$ cat src/rtl/rstcause_pkg.sv
package rstcause_pkg;
  localparam int REG_W = 32;
  localparam int B_POR    = 31;
  localparam int B_SWPOR  = 30;
  localparam int B_SWXR   = 29;
  localparam int B_BTNPOR = 28;
  localparam int B_BTNXR  = 27;
  localparam logic [REG_W-1:0] USED_MASK = 32'hF800_0000;
  localparam logic [REG_W-1:0] W1C_MASK  = 32'h9800_0000;
  localparam logic [REG_W-1:0] W1S_MASK  = 32'h6000_0000;
  localparam logic [REG_W-1:0] POR_VALUE = 32'h8000_0000;

  typedef struct packed {
    logic wr_hi;
    logic rd_hi;
  } acc_t;
endpackage

$ cat src/rtl/rstcause_decode.sv
module rstcause_decode
  import rstcause_pkg::*;
#(
  parameter int ADDR_W = 16,
  parameter logic [ADDR_W-1:0] SLOT_BASE = 16'hF020
) (
  input  logic [ADDR_W-1:0] addr,
  input  logic              wr_en,
  input  logic              rd_en,
  output acc_t              acc
);
  localparam int SLOT_LSB = 3;
  logic slot_hit;
  logic upper;
  logic unused_addr_lo;

  assign unused_addr_lo = ^addr[1:0];
  assign slot_hit = (addr[ADDR_W-1:SLOT_LSB] == SLOT_BASE[ADDR_W-1:SLOT_LSB]);
  assign upper    = addr[2];

  always_comb begin
    acc.wr_hi = wr_en & slot_hit & upper;
    acc.rd_hi = rd_en & slot_hit & upper;
  end
endmodule

$ cat src/rtl/rstcause_counter.sv
module rstcause_counter #(
  parameter int CNT_W = 4
) (
  input  logic             clk,
  input  logic             rst,
  input  logic             inc,
  input  logic             clr,
  output logic [CNT_W-1:0] count,
  output logic             zero
);
  localparam logic [CNT_W-1:0] CNT_MAX = '1;

  always_ff @(posedge clk) begin
    if (rst) begin
      count <= '0;
    end else if (inc) begin
      if (count != CNT_MAX) count <= count + 1'b1;
    end else if (clr) begin
      count <= '0;
    end
  end

  assign zero = (count == '0);
endmodule

$ cat src/rtl/rstcause_store.sv
module rstcause_store
  import rstcause_pkg::*;
(
  input  logic             clk,
  input  logic             rst,
  input  logic             load_por,
  input  logic             wr,
  input  logic [REG_W-1:0] wdata,
  output logic [REG_W-1:0] cause
);
  logic [REG_W-1:0] used;
  logic [REG_W-1:0] nxt;

  assign used = wdata & USED_MASK;
  assign nxt  = (cause & ~(used & W1C_MASK)) | (used & W1S_MASK);

  always_ff @(posedge clk) begin
    if (rst)           cause <= '0;
    else if (load_por) cause <= POR_VALUE;
    else if (wr)       cause <= nxt;
  end
endmodule

$ cat src/rtl/rstcause_reg.sv
module rstcause_reg
  import rstcause_pkg::*;
#(
  parameter int ADDR_W = 16,
  parameter logic [ADDR_W-1:0] SLOT_BASE = 16'hF020,
  parameter int CNT_W = 4
) (
  input  logic              clk,
  input  logic              rst,
  input  logic              wr_en,
  input  logic              rd_en,
  input  logic [ADDR_W-1:0] addr,
  input  logic [31:0]       wdata,
  input  logic              reset_evt,
  output logic [31:0]       rdata,
  output logic              sys_rst_req
);
  acc_t             acc;
  logic             wr_eff;
  logic             sw_por;
  logic             sw_req;
  logic [CNT_W-1:0] cnt_q;
  logic             cnt_zero;
  logic [REG_W-1:0] cause_q;

  rstcause_decode #(.ADDR_W(ADDR_W), .SLOT_BASE(SLOT_BASE)) u_dec (
    .addr(addr), .wr_en(wr_en), .rd_en(rd_en), .acc(acc)
  );

  // an event in the same cycle wins over a write
  assign wr_eff = acc.wr_hi & ~reset_evt;
  assign sw_por = wr_eff & wdata[B_SWPOR];
  assign sw_req = wr_eff & (wdata[B_SWPOR] | wdata[B_SWXR]);

  rstcause_counter #(.CNT_W(CNT_W)) u_cnt (
    .clk(clk), .rst(rst), .inc(reset_evt), .clr(sw_por),
    .count(cnt_q), .zero(cnt_zero)
  );

  rstcause_store u_store (
    .clk(clk), .rst(rst), .load_por(reset_evt & cnt_zero),
    .wr(wr_eff), .wdata(wdata), .cause(cause_q)
  );

  always_ff @(posedge clk) begin
    if (rst) begin
      rdata       <= '0;
      sys_rst_req <= 1'b0;
    end else begin
      rdata       <= acc.rd_hi ? cause_q : '0;
      sys_rst_req <= sw_req;
    end
  end
endmodule

$ cat config.mk
export PLATFORM = sky130hd
export DESIGN_NAME = rstcause_reg
export DESIGN_NICKNAME = d
export VERILOG_FILES = /design/src/rtl/rstcause_pkg.sv /design/src/rtl/rstcause_decode.sv /design/src/rtl/rstcause_counter.sv /design/src/rtl/rstcause_store.sv /design/src/rtl/rstcause_reg.sv
export SDC_FILE = /design/constraint.sdc
export NUM_CORES = 1
export LEC_CHECK = 0
export ABC_AREA = 1
export ABC_CLOCK_PERIOD_IN_PS = 2280
export CORE_ASPECT_RATIO = 1.2
export CORE_MARGIN = 2
export CORE_UTILIZATION = 33
export CTS_CLUSTER_SIZE = 20
export DETAILED_ROUTE_END_ITERATION = 10
export PLACE_DENSITY = 0.85
export SKIP_CTS_REPAIR_TIMING = 1
export SLEW_MARGIN = 20
export SYNTH_ARGS = -nofsm -noshare
export SYNTH_HDL_FRONTEND = slang
export SYNTH_SLANG_ARGS = --single-unit
$ cat constraint.sdc
create_clock -name clk -period 2.28 [get_ports clk]
set_clock_uncertainty 0.1 [all_clocks]
set_input_delay 0.684 -clock clk [delete_from_list [all_inputs] [get_ports clk]]
set_output_delay 0.684 -clock clk [all_outputs]
set_load 0.005 [all_outputs]
==> report_table.html, run 1 <==
<table>
<tr><th>Metric</th><th>Value</th></tr>
<tr><th colspan="2">Global route</th></tr>
<tr><td>Met1 track demand over resource</td><td>10.4%</td></tr>
<tr><td>Met2 track demand over resource</td><td>18.1%</td></tr>
<tr><td>Largest net degree at the start of global routing</td><td>10</td></tr>
<tr><td>Total gr overflow</td><td>0</td></tr>
<tr><td>Global-route wire length before repair</td><td>roughly 2600 um</td></tr>
<tr><td>GRT Util Overall</td><td>about a tenth</td></tr>
<tr><td>Busiest metal layer after global routing</td><td>met2</td></tr>
<tr><td>Met3 track demand over resource in global routing</td><td>about 1.7%</td></tr>
<tr><td>Vias in the first global route</td><td>691</td></tr>
<tr><td>Antenna violations before repair</td><td>0</td></tr>
<tr><th colspan="2">STA</th></tr>
<tr><td>Final worst path period share</td><td>slightly above 80%</td></tr>
<tr><td>Number of hold violations in the final report</td><td>0</td></tr>
<tr><td>Unrepaired setup endpoints after global routing</td><td>no</td></tr>
<tr><td>Final setup violation count</td><td>0</td></tr>
<tr><td>Post-Route Setup TNS</td><td>0 ps</td></tr>
<tr><td>Final-report max-slew violation count</td><td>0</td></tr>
<tr><td>Maximum clock rate</td><td>roughly 0.53 GHz</td></tr>
<tr><td>Final WS setup</td><td>between 400 and 500 ps</td></tr>
<tr><td>Time the worst path needs with I/O delays and setup</td><td>around 1900 ps</td></tr>
<tr><th colspan="2">Clock network</th></tr>
<tr><td>TritonCTS clock tree</td><td>done</td></tr>
<tr><td>Clock slew at the register clock pins of the worst setup and hold paths</td><td>90 ps</td></tr>
<tr><td>Clock root cell</td><td>clkbuf_4</td></tr>
<tr><td>Clk sinks</td><td>15</td></tr>
<tr><td>Clock Path Buffers</td><td>2</td></tr>
<tr><td>Number of buffers created by CTS</td><td>3</td></tr>
<tr><td>H-tree depth reported by CTS</td><td>1</td></tr>
<tr><td>Later-pin clock latency in the skew report</td><td>approximately 290 ps</td></tr>
<tr><th colspan="2">Run</th></tr>
<tr><td>Max capacitance violation total</td><td>0</td></tr>
<tr><th colspan="2">Placed design</th></tr>
<tr><td>Gpl congestion</td><td>slightly above 0.7</td></tr>
<tr><td>Placed inst area</td><td>between 1000 and 1500 um2</td></tr>
<tr><td>Setup WS pre-CTS</td><td>between 100 and 150 ps</td></tr>
<tr><td>Estimated wirelength of the detail-placed design</td><td>~1400 um</td></tr>
<tr><td>IO buf count</td><td>29</td></tr>
<tr><th colspan="2">Logic synthesis</th></tr>
<tr><td>Sequential element share of the synthesized area</td><td>between 30% and 40%</td></tr>
<tr><td>Post-synthesis instance area</td><td>approximately 950 um2</td></tr>
<tr><td>Number of synthesized register bits</td><td>15</td></tr>
<tr><td>Warnings, synthesis</td><td>0</td></tr>
<tr><td>Count of cell types in the netlist</td><td>17</td></tr>
<tr><td>Post-synth top area share</td><td>between 30% and 40%</td></tr>
<tr><td>Post-Synthesis Mean Instance Area</td><td>~7.1 um2</td></tr>
<tr><td>Synth top area cells</td><td>dfxtp_1, buf_4, inv_1, nor2_1, nand3_1</td></tr>
<tr><td>Library cell occupying the most area in the post-synthesis netlist</td><td>dfxtp_1</td></tr>
<tr><td>Post-synthesis instance total</td><td>134</td></tr>
<tr><th colspan="2">Critical path</th></tr>
<tr><td>Cell family contributing the most delay on the critical path</td><td>buffers and inverters</td></tr>
<tr><td>Worst R2R End</td><td>u_cnt.count[2]</td></tr>
<tr><td>Buffer and inverter count on the worst path</td><td>1</td></tr>
<tr><td>Cell-by-cell listing of the critical path</td><td>clkdlybuf4s50_1</td></tr>
<tr><td>Worst setup path category</td><td>flop to output pin</td></tr>
<tr><td>Max incr delay on CP</td><td>490 ps</td></tr>
<tr><td>Worst setup EP type</td><td>output pin</td></tr>
<tr><td>Slack of the worst reg-to-reg path</td><td>just over 900 ps</td></tr>
<tr><td>Library cell contributing the largest single delay on the critical path</td><td>clkdlybuf4s50_1</td></tr>
<tr><td>CP max FO</td><td>1</td></tr>
<tr><td>Origin of the critical flop-to-flop path</td><td>u_cnt.count[0]</td></tr>
<tr><td>Data required time of the critical path</td><td>1500 ps</td></tr>
<tr><td>Startpoint kind of the worst setup timing path</td><td>flop</td></tr>
<tr><td>WP data arrival</td><td>approximately 1100 ps</td></tr>
<tr><td>Count of cells along the worst register-to-register path</td><td>7</td></tr>
<tr><th colspan="2">Cells and area</th></tr>
<tr><td>Post-route cell area</td><td>1220 um2</td></tr>
<tr><td>Post-synthesis to final-layout area growth</td><td>28.5%</td></tr>
<tr><td>Share of layout cells above drive strength 1</td><td>about 7.7%</td></tr>
<tr><td>Final net count</td><td>between 200 and 250</td></tr>
<tr><td>Number of diodes added for antenna fixing</td><td>0</td></tr>
<tr><td>Layout filler cell count</td><td>roughly 280</td></tr>
<tr><th colspan="2">Power</th></tr>
<tr><td>Power Dens Cells</td><td>424 nW/um2</td></tr>
<tr><td>Leakage power figure</td><td>0.574 nW</td></tr>
<tr><td>VDD IR max</td><td>171 uV</td></tr>
<tr><th colspan="2">Die</th></tr>
<tr><td>I/O Pins</td><td>between 80 and 90</td></tr>
<tr><td>Die height</td><td>62.8 um</td></tr>
<tr><td>Initial Util</td><td>between 30% and 40%</td></tr>
<tr><td>Placement row count</td><td>21</td></tr>
<tr><td>Placeable core region</td><td>2760 um2</td></tr>
<tr><td>Overall die width</td><td>about 53 um</td></tr>
<tr><td>Die ar.</td><td>3320 um2</td></tr>
<tr><th colspan="2">Route</th></tr>
<tr><td>DRC violation count after routing</td><td>0</td></tr>
<tr><td>Count of TritonRoute iterations in the first routing pass</td><td>4</td></tr>
<tr><td>Number of DRC violations after detailed-routing iteration 0</td><td>13</td></tr>
<tr><td>Number of nets with antenna violations after detailed routing</td><td>0</td></tr>
<tr><td>WL per Instance</td><td>between 7 and 8 um</td></tr>
<tr><td>Total via count in the routed design</td><td>around 800</td></tr>
<tr><td>Number of vias per cell after detailed routing</td><td>just under 4</td></tr>
<tr><td>Total wire length after detailed routing</td><td>1610 um</td></tr>
<tr><th colspan="2">Run status</th></tr>
<tr><td>Status</td><td>finished, final reports clean</td></tr>
<tr><th colspan="2">Hold path</th></tr>
<tr><td>Worst hold path endpoint</td><td>rdata[31]</td></tr>
<tr><td>Cell depth of the worst hold path</td><td>2</td></tr>
<tr><td>Hold Path Origin</td><td>u_store.cause[31]</td></tr>
<tr><td>Hold/Removal Path Class</td><td>flop to flop</td></tr>
</table>
==> cells in the mapped netlist <==
cell      n
nor2_1   22
xor2_1    1
buf_4    27
inv_1    22
nand4_1   3
dfxtp_1  15
nand3_1  13
nand4_4   1
nor2_4    2
nor2_2    1
conb_1    1
nand4_2   1
inv_2     1
ha_1      2
a21oi_1   5
o21ai_2   1
nand2_1  16
==> flip-flops by register name, indices dropped and copies added, names as in the netlist <==
signal	flops
rdata	5
sys_rst_req	1
u_cnt.count	4
u_store.cause	5
==> metal layers <==
metal  vias to the layer above  wire length [um]  share of wire (%)
li1                        427                 -                  -
met4                         0                37                2.3
met1                       336               627                 39
met3                         4               145                9.0
met5                         -                 0                  0
met2                        35               804                 50
==> through the flow <==
| stage | hold slack, ps | instances | util (%) | total power, mW |
|---|---|---|---|---|
| 5_1_grt | 342 | 202 | 44.2 | 0.546 |
| 6_report | 331 | 202 | 44.2 | 0.518 |
| 2_1_floorplan | 308 | 160 | - | 0.353 |
| 3_5_place_dp | 318 | 198 | 43.2 | 0.373 |
| 4_1_cts | 333 | 202 | 44.2 | 0.523 |
| 3_3_place_gp | 316 | 198 | 43.2 | 0.372 |
==> how the worst max path moves through the flow <==
stage | depth (start not counted) | startpoint | slack [ps] | to
3_3_place_gp | 10 | addr[13] | 170 | u_cnt.count[1]
4_1_cts | 1 | rdata[28] | 400 | rdata[28]
2_1_floorplan | 8 | addr[4] | 730 | u_cnt.count[0]
6_report | 1 | rdata[28] | 410 | rdata[28]
5_1_grt | 1 | rdata[28] | 350 | rdata[28]
3_5_place_dp | 8 | addr[12] | 130 | u_cnt.count[2]
==> power breakdown <==
part           switching (mW)  leakage [nW]  internal (mW)
clock network          0.0851        0.0177         0.0652
logic                  0.0457         0.435         0.0506
registers             0.00387         0.122          0.267
total                   0.135         0.574          0.383
==> cells by family after synthesis <==
logic type / synth area share (%)
buf+inv: 30.4
compound gates: 3.56
simple gates: 30.4
xor+xnor: 0.922
flops: 31.6
fa+ha+maj: 2.63
other cells: 0.395
==> worst reg2reg max path: stages (launching register included) <==
cell	delay [ps]
dfxtp_1	390
ha_1	190
nand2_1	80
o21ai_2	220
nand2_1	100
inv_1	110
nor2_1	50
nor2_1	80
==> placed cells by master, fill, tap and decap left out <==
master            n
nand4_4           1
inv_2             1
clkinv_2          1
nor2_2            1
buf_4             2
ha_1              2
nand2_1          16
conb_1           27
clkbuf_4          3
dfxtp_1          15
nor2_4            2
clkdlybuf4s50_1  29
inv_1            22
nor2_1           22
nand4_1           3
a21oi_1           5
xor2_1            1
nand4_2           1
o21ai_2           1
nand3_1          13
==> layout make-up <==
cell class / count / area, um2 / area share (%)
Tap cell: 34 / 42.5 / 3.49
Inverter: 23 / 86.3 / 7.08
Multi-Input combinational cell: 95 / 458 / 37.5
Clock inverter: 1 / 5.00 / 0.410
Clock buffer: 3 / 22.5 / 1.85
Timing Repair Buffer: 31 / 305 / 25.0
Sequential cell: 15 / 300 / 24.6
Note: power is estimated with default switching activity, not from simulation.
==> inputs of run 2 (changes only) <==
--- a/config.mk
+++ b/config.mk
@@ -6,13 +6,13 @@
 export NUM_CORES = 1
 export LEC_CHECK = 0
 export ABC_AREA = 1
-export ABC_CLOCK_PERIOD_IN_PS = 2280
+export ABC_CLOCK_PERIOD_IN_PS = 1600
 export CORE_ASPECT_RATIO = 1.2
 export CORE_MARGIN = 2
-export CORE_UTILIZATION = 33
+export CORE_UTILIZATION = 28
 export CTS_CLUSTER_SIZE = 20
 export DETAILED_ROUTE_END_ITERATION = 10
-export PLACE_DENSITY = 0.85
+export PLACE_DENSITY = 0.77
 export SKIP_CTS_REPAIR_TIMING = 1
 export SLEW_MARGIN = 20
 export SYNTH_ARGS = -nofsm -noshare
==> constraint.sdc (replaced) <==
create_clock -name clk -period 1.6 [get_ports clk]
set_clock_uncertainty 0.1 [all_clocks]
set_input_delay 0.48 -clock clk [delete_from_list [all_inputs] [get_ports clk]]
set_output_delay 0.48 -clock clk [all_outputs]
set_load 0.005 [all_outputs]
==> run 2 against run 1 <==
- final cell count up 4.5%
- core utilization down 2.0 points
- worst hold slack worse by 5.9 ps
- sequential cell count unchanged
- die area up 17%
- non-clock buffer count up 6
- critical path depth up 5
- sequential power up 42%
- power up 63%
- first-iteration DRC count up 54%
- design area up 13%
- critical path type is now input pin to flop
- highest routed layer unchanged
==> report_table.html, run 2 (synthesized netlist as in run 1, its figures left out) <==
<table>
<tr><th>Metric</th><th>Value</th></tr>
<tr><th colspan="2">Run status</th></tr>
<tr><td>Status</td><td>finished, final reports clean</td></tr>
<tr><th colspan="2">Critical path</th></tr>
<tr><td>Library cell contributing the largest single delay on the critical path</td><td>clkdlybuf4s50_1</td></tr>
<tr><td>Crit-path most repeated cell</td><td>nor2_1</td></tr>
<tr><td>Cell-by-cell listing of the critical path</td><td>clkdlybuf4s50_1 &gt; nand4_4 &gt; nand2_2 &gt; inv_2 &gt; nor2_1 &gt; nor2_1</td></tr>
<tr><td>Worst R2R End</td><td>u_cnt.count[0]</td></tr>
<tr><td>Data required time of the critical path</td><td>1640 ps</td></tr>
<tr><td>Origin of the critical flop-to-flop path</td><td>u_cnt.count[0]</td></tr>
<tr><td>Slack of the worst reg-to-reg path</td><td>~280 ps</td></tr>
<tr><td>Worst setup path category</td><td>input pin to flop</td></tr>
<tr><td>Worst setup EP type</td><td>flop</td></tr>
<tr><td>Max incr delay on CP</td><td>approximately 530 ps</td></tr>
<tr><td>WP data arrival</td><td>1470 ps</td></tr>
<tr><td>Startpoint kind of the worst setup timing path</td><td>input pin</td></tr>
<tr><td>CP max FO</td><td>6</td></tr>
<tr><td>Count of cells along the worst register-to-register path</td><td>7</td></tr>
<tr><th colspan="2">Die</th></tr>
<tr><td>I/O Pins</td><td>between 80 and 90</td></tr>
<tr><td>Placeable core region</td><td>between 3000 and 4000 um2</td></tr>
<tr><td>Placement row count</td><td>23</td></tr>
<tr><td>Initial Util</td><td>28.9%</td></tr>
<tr><td>Overall die width</td><td>approximately 57 um</td></tr>
<tr><td>Die height</td><td>about 68 um</td></tr>
<tr><td>Die ar.</td><td>3880 um2</td></tr>
<tr><th colspan="2">Cells and area</th></tr>
<tr><td>Layout filler cell count</td><td>about 330</td></tr>
<tr><td>Regs by FF count</td><td>rdata x5, u_store.cause x5, u_cnt.count x4</td></tr>
<tr><td>Share of layout cells above drive strength 1</td><td>between 10% and 20%</td></tr>
<tr><td>Most common library cell in the layout ignoring fill and taps</td><td>conb_1</td></tr>
<tr><td>Total area of multi-input combinational cells</td><td>between 400 and 500 um2</td></tr>
<tr><td>Number of diodes added for antenna fixing</td><td>0</td></tr>
<tr><td>Post-synthesis to final-layout area growth</td><td>45.7%</td></tr>
<tr><td>Reg area</td><td>around 300 um2</td></tr>
<tr><td>Utilization after layout</td><td>between 40 and 50%</td></tr>
<tr><td>Final net count</td><td>between 200 and 250</td></tr>
<tr><td>Most used cells in the layout excluding fill and tap cells</td><td>conb_1, dlymetal6s2s_1, inv_1</td></tr>
<tr><td>Number of non-filler instances in the completed layout</td><td>roughly 210</td></tr>
<tr><th colspan="2">STA</th></tr>
<tr><td>Final-report max-slew violation count</td><td>0</td></tr>
<tr><td>Maximum clock rate</td><td>roughly 0.70 GHz</td></tr>
<tr><td>Post-Route Setup TNS</td><td>0 ps</td></tr>
<tr><td>Final worst path period share</td><td>roughly 90%</td></tr>
<tr><td>Number of hold violations in the final report</td><td>0</td></tr>
<tr><td>Final setup violation count</td><td>0</td></tr>
<tr><td>Unrepaired setup endpoints after global routing</td><td>no</td></tr>
<tr><td>Time the worst path needs with I/O delays and setup</td><td>1430 ps</td></tr>
<tr><th colspan="2">Route</th></tr>
<tr><td>Number of vias per cell after detailed routing</td><td>4.09</td></tr>
<tr><td>Count of TritonRoute iterations in the first routing pass</td><td>4</td></tr>
<tr><td>Number of nets with antenna violations after detailed routing</td><td>0</td></tr>
<tr><td>Number of DRC violations after detailed-routing iteration 0</td><td>20</td></tr>
<tr><td>Total via count in the routed design</td><td>approximately 860</td></tr>
<tr><td>WL per Instance</td><td>between 9 and 10 um</td></tr>
<tr><td>DRC violation count after routing</td><td>0</td></tr>
<tr><td>Total wire length after detailed routing</td><td>slightly below 2000 um</td></tr>
<tr><th colspan="2">Placed design</th></tr>
<tr><td>IO buf count</td><td>29</td></tr>
<tr><td>Number of cells in the design after placement</td><td>between 200 and 250</td></tr>
<tr><td>Estimated wirelength of the detail-placed design</td><td>between 1500 and 2000 um</td></tr>
<tr><td>Gpl congestion</td><td>0.854</td></tr>
<tr><th colspan="2">Global route</th></tr>
<tr><td>Vias in the first global route</td><td>about 730</td></tr>
<tr><td>GRT Util Overall</td><td>under 10%</td></tr>
<tr><td>Global-route wire length before repair</td><td>about 2800 um</td></tr>
<tr><td>Antenna violations before repair</td><td>0</td></tr>
<tr><td>Largest net degree at the start of global routing</td><td>10</td></tr>
<tr><td>Total gr overflow</td><td>0</td></tr>
<tr><th colspan="2">Run</th></tr>
<tr><td>Max capacitance violation total</td><td>0</td></tr>
<tr><th colspan="2">Power</th></tr>
<tr><td>Power Dens Cells</td><td>around 610 nW/um2</td></tr>
<tr><td>VDD IR max</td><td>403 uV</td></tr>
<tr><td>Leakage power figure</td><td>0.867 nW</td></tr>
<tr><th colspan="2">Clock network</th></tr>
<tr><td>Clk sinks</td><td>15</td></tr>
<tr><td>Clock slew at the register clock pins of the worst setup and hold paths</td><td>60 ps</td></tr>
<tr><td>Clock Path Buffers</td><td>2</td></tr>
<tr><td>H-tree depth reported by CTS</td><td>1</td></tr>
<tr><td>Clock root cell</td><td>clkbuf_8</td></tr>
<tr><td>Later-pin clock latency in the skew report</td><td>between 200 and 300 ps</td></tr>
<tr><td>TritonCTS clock tree</td><td>done</td></tr>
<tr><td>Number of buffers created by CTS</td><td>3</td></tr>
<tr><th colspan="2">Hold path</th></tr>
<tr><td>Hold Path Origin</td><td>u_store.cause[31]</td></tr>
<tr><td>Cell depth of the worst hold path</td><td>2</td></tr>
<tr><td>Worst hold path endpoint</td><td>rdata[31]</td></tr>
<tr><td>Hold/Removal Path Class</td><td>flop to flop</td></tr>
</table>
run 2: cell types whose count changed in the layout (fill, tap and decap cells not counted), sizes merged:
cell / delta
buf: +6
clkdlybuf4s50: -22
dlymetal6s2s: +22
run 2: worst max path at each step:
stage	startpoint	to	slack (ps)	cells after the start
final	wdata[30]	u_cnt.count[0]	170	6
after global routing	addr[5]	u_cnt.count[0]	60	10
after CTS	addr[5]	u_cnt.count[2]	-60	10
after detailed placement	addr[15]	u_cnt.count[2]	-320	10
after global placement	addr[5]	u_cnt.count[1]	-310	10
after floorplan	addr[4]	u_cnt.count[0]	250	8
run 2: final cells by class:
cell class | instances | share of cell area, %
Multi-Input combinational cell | 95 | 36.1
Timing Repair Buffer | 37 | 29.3
Sequential cell | 15 | 21.7
Inverter | 23 | 6.24
Tap cell | 37 | 3.35
Clock buffer | 3 | 2.98
Clock inverter | 1 | 0.362
run 2: routing by layer:
layer / global-route usage [%] / wire length [um] / part of all wire [%] / vias to the layer above
li1: - / - / - / 436
met3: 2.49 / 144 / 7.3 / 6
met5: 0 / 0 / 0 / -
met2: 19.4 / 1110 / 56 / 35
met1: 8.00 / 681 / 35 / 385
met4: 6.10 / 34 / 1.7 / 0
run 2: stage by stage:
stage          total power [mW]  setup WS [ps]  instance area (um2)  hold WS [ps]
4_1_cts                   0.850          -58.2                 1290           326
2_1_floorplan             0.502            250                 1050           308
3_3_place_gp              0.543           -314                 1240           312
5_1_grt                   0.882           61.4                 1380           343
3_5_place_dp              0.545           -318                 1240           315
6_report                  0.841            170                 1380           325
run 2: critical path, delay by kind of cell:
family                 cells  cell delay (ps)
buffers and inverters      2              580
AND/OR/NAND/NOR            4              410
run 2: where the power goes:
group | switching (mW) | leakage (nW) | internal, mW | total, mW
clock | 0.130 | 0.0255 | 0.172 | 0.302
combinational | 0.0751 | 0.720 | 0.0777 | 0.153
sequential | 0.00539 | 0.122 | 0.381 | 0.386
total | 0.211 | 0.867 | 0.631 | 0.841
==> inputs of run 3 (changes only) <==
--- a/config.mk
+++ b/config.mk
@@ -8,7 +8,7 @@
 export ABC_AREA = 1
 export ABC_CLOCK_PERIOD_IN_PS = 1600
 export CORE_ASPECT_RATIO = 1.2
-export CORE_MARGIN = 2
+export CORE_MARGIN = 5
 export CORE_UTILIZATION = 28
 export CTS_CLUSTER_SIZE = 20
 export DETAILED_ROUTE_END_ITERATION = 10
==> run 3 against run 2 <==
- wire length up 12%
- fmax up 1.3%
- final cell count up 0.47%
- critical endpoint is now u_cnt.count[2]
- highest routed layer unchanged
- count of clock-buffer cells in the layout unchanged
- first-iteration DRC count up 80%
- clock power about the same
- die area up 20%
- via count down 1.0%
- largest power group unchanged
- critical path depth unchanged
- core utilization up 0.087 points
==> report_table.html, run 3 (synthesized netlist as in run 1, its figures left out) <==
<table>
<tr><th>Metric</th><th>Value</th></tr>
<tr><th colspan="2">STA</th></tr>
<tr><td>Unrepaired setup endpoints after global routing</td><td>no</td></tr>
<tr><td>Final WS setup</td><td>roughly 190 ps</td></tr>
<tr><td>Number of hold violations in the final report</td><td>0</td></tr>
<tr><td>Final setup violation count</td><td>0</td></tr>
<tr><td>Final worst path period share</td><td>between 80% and 90%</td></tr>
<tr><td>Tightest hold margin</td><td>approximately 330 ps</td></tr>
<tr><td>Maximum clock rate</td><td>0.709 GHz</td></tr>
<tr><td>Time the worst path needs with I/O delays and setup</td><td>1410 ps</td></tr>
<tr><td>Final-report max-slew violation count</td><td>0</td></tr>
<tr><th colspan="2">Cells and area</th></tr>
<tr><td>Share of layout cells above drive strength 1</td><td>a little under a fifth</td></tr>
<tr><td>Utilization after layout</td><td>between 40% and 50%</td></tr>
<tr><td>Number of diodes added for antenna fixing</td><td>0</td></tr>
<tr><td>Final net count</td><td>between 200 and 250</td></tr>
<tr><td>Post-route cell area</td><td>1400 um2</td></tr>
<tr><td>Post-synthesis to final-layout area growth</td><td>47.3%</td></tr>
<tr><td>Most common library cell in the layout ignoring fill and taps</td><td>conb_1</td></tr>
<tr><td>Layout filler cell count</td><td>around 340</td></tr>
<tr><td>Regs by FF count</td><td>rdata x5, u_store.cause x5, u_cnt.count x4</td></tr>
<tr><td>Most used cells in the layout excluding fill and tap cells</td><td>conb_1, dlymetal6s2s_1, inv_1</td></tr>
<tr><th colspan="2">Global route</th></tr>
<tr><td>Total gr overflow</td><td>0</td></tr>
<tr><td>Busiest metal layer after global routing</td><td>met2</td></tr>
<tr><td>Global-route wire length before repair</td><td>3260 um</td></tr>
<tr><td>Met3 track demand over resource in global routing</td><td>around 2.3%</td></tr>
<tr><td>GRT Util Overall</td><td>between 8 and 9%</td></tr>
<tr><td>Met2 track demand over resource</td><td>16.0%</td></tr>
<tr><td>Vias in the first global route</td><td>785</td></tr>
<tr><td>Antenna violations before repair</td><td>0</td></tr>
<tr><td>Met1 track demand over resource</td><td>9.02%</td></tr>
<tr><td>Largest net degree at the start of global routing</td><td>10</td></tr>
<tr><th colspan="2">Clock network</th></tr>
<tr><td>H-tree depth reported by CTS</td><td>1</td></tr>
<tr><td>TritonCTS clock tree</td><td>done</td></tr>
<tr><td>Clk sinks</td><td>15</td></tr>
<tr><td>Clock slew at the register clock pins of the worst setup and hold paths</td><td>~60 ps</td></tr>
<tr><td>Later-pin clock latency in the skew report</td><td>around 250 ps</td></tr>
<tr><td>Clock root cell</td><td>clkbuf_8</td></tr>
<tr><td>Number of buffers created by CTS</td><td>3</td></tr>
<tr><td>Clock Path Buffers</td><td>2</td></tr>
<tr><th colspan="2">Route</th></tr>
<tr><td>DRC violation count after routing</td><td>0</td></tr>
<tr><td>Number of vias per cell after detailed routing</td><td>~4.0</td></tr>
<tr><td>Number of DRC violations after detailed-routing iteration 0</td><td>36</td></tr>
<tr><td>Total via count in the routed design</td><td>853</td></tr>
<tr><td>Number of nets with antenna violations after detailed routing</td><td>0</td></tr>
<tr><td>Count of TritonRoute iterations in the first routing pass</td><td>4</td></tr>
<tr><td>Total wire length after detailed routing</td><td>between 2000 and 2500 um</td></tr>
<tr><td>WL per Instance</td><td>between 10 and 15 um</td></tr>
<tr><th colspan="2">Critical path</th></tr>
<tr><td>Worst R2R End</td><td>u_cnt.count[2]</td></tr>
<tr><td>Count of cells along the worst register-to-register path</td><td>7</td></tr>
<tr><td>Worst setup EP type</td><td>flop</td></tr>
<tr><td>Setup crit start</td><td>wdata[30]</td></tr>
<tr><td>Origin of the critical flop-to-flop path</td><td>u_cnt.count[0]</td></tr>
<tr><td>CP endpoint</td><td>u_cnt.count[2]</td></tr>
<tr><td>WP data arrival</td><td>about 1500 ps</td></tr>
<tr><td>Data required time of the critical path</td><td>between 1500 and 2000 ps</td></tr>
<tr><td>Slack of the worst reg-to-reg path</td><td>around 260 ps</td></tr>
<tr><td>Worst setup path category</td><td>input pin to flop</td></tr>
<tr><td>CP max FO</td><td>6</td></tr>
<tr><td>Startpoint kind of the worst setup timing path</td><td>input pin</td></tr>
<tr><th colspan="2">Die</th></tr>
<tr><td>Overall die width</td><td>around 63 um</td></tr>
<tr><td>Placeable core region</td><td>about 3300 um2</td></tr>
<tr><td>Die height</td><td>73.8 um</td></tr>
<tr><td>I/O Pins</td><td>between 80 and 90</td></tr>
<tr><td>Placement row count</td><td>23</td></tr>
<tr><td>Initial Util</td><td>28.7%</td></tr>
<tr><td>Die ar.</td><td>4660 um2</td></tr>
<tr><th colspan="2">Placed design</th></tr>
<tr><td>Setup WS pre-CTS</td><td>-360 ps</td></tr>
<tr><td>Gpl congestion</td><td>approximately 0.78</td></tr>
<tr><td>IO buf count</td><td>29</td></tr>
<tr><td>Estimated wirelength of the detail-placed design</td><td>about 1700 um</td></tr>
<tr><td>Placed inst area</td><td>between 1000 and 1500 um2</td></tr>
<tr><th colspan="2">Power</th></tr>
<tr><td>VDD IR max</td><td>469 uV</td></tr>
<tr><td>Power Dens Cells</td><td>roughly 600 nW/um2</td></tr>
<tr><td>Leakage power figure</td><td>0.874 nW</td></tr>
<tr><th colspan="2">Run status</th></tr>
<tr><td>Status</td><td>finished, final reports clean</td></tr>
<tr><th colspan="2">Hold path</th></tr>
<tr><td>Hold/Removal Path Class</td><td>flop to flop</td></tr>
<tr><td>Hold Path Origin</td><td>u_store.cause[31]</td></tr>
<tr><th colspan="2">Run</th></tr>
<tr><td>Max capacitance violation total</td><td>0</td></tr>
</table>
-- run 3: cell count changes in the layout (fill, tap and decap cells not counted), sizes merged --
cell | previous run | this run
buf | 8 | 9
-- run 3: power by group --
| part | switching [mW] | internal [mW] |
|---|---|---|
| clock | 0.132 | 0.172 |
| sequential | 0.00534 | 0.381 |
| combinational | 0.0771 | 0.0776 |
| total | 0.214 | 0.631 |
-- run 3: worst min-delay path by stage --
stage	endpoint	slack, ps	cells past startpoint
global placement	rdata[31]	310	2
finish	rdata[31]	330	2
global route	rdata[27]	360	2
detailed placement	rdata[31]	330	2
floorplan	rdata[31]	310	2
CTS	rdata[31]	330	2
-- run 3: area by class of cell --
cell class | count | area (um2) | area share, %
inverters | 23 | 86.3 | 6.17
clock inverters | 1 | 5.00 | 0.358
well taps | 37 | 46.3 | 3.31
clock buffers | 3 | 41.3 | 2.95
flip-flops and latches | 15 | 300 | 21.5
repair buffers | 38 | 417 | 29.8
multi-input cells | 95 | 503 | 36.0
-- run 3: stage by stage --
stage	std cells	TNS, ps	total power [mW]
finish	212	0	0.845
global route	212	0	0.898
CTS	211	-585	0.851
detailed placement	207	-4200	0.544
global placement	207	-3740	0.541
floorplan	160	0	0.502
-- run 3: critical path, cell delays in order --
cell and delay [ps]:
clkdlybuf4s50_1 520, nand4_4 160, nand2_2 110, inv_2 60, nor2_2 90, nor2_1 40
-- run 3: metal layers --
metal	vias up	wire [um]	part of all wire [%]
li1	436	-	-
met2	32	1230	56
met5	-	0	0
met1	381	784	36
met3	4	171	7.8
met4	0	23	1.0
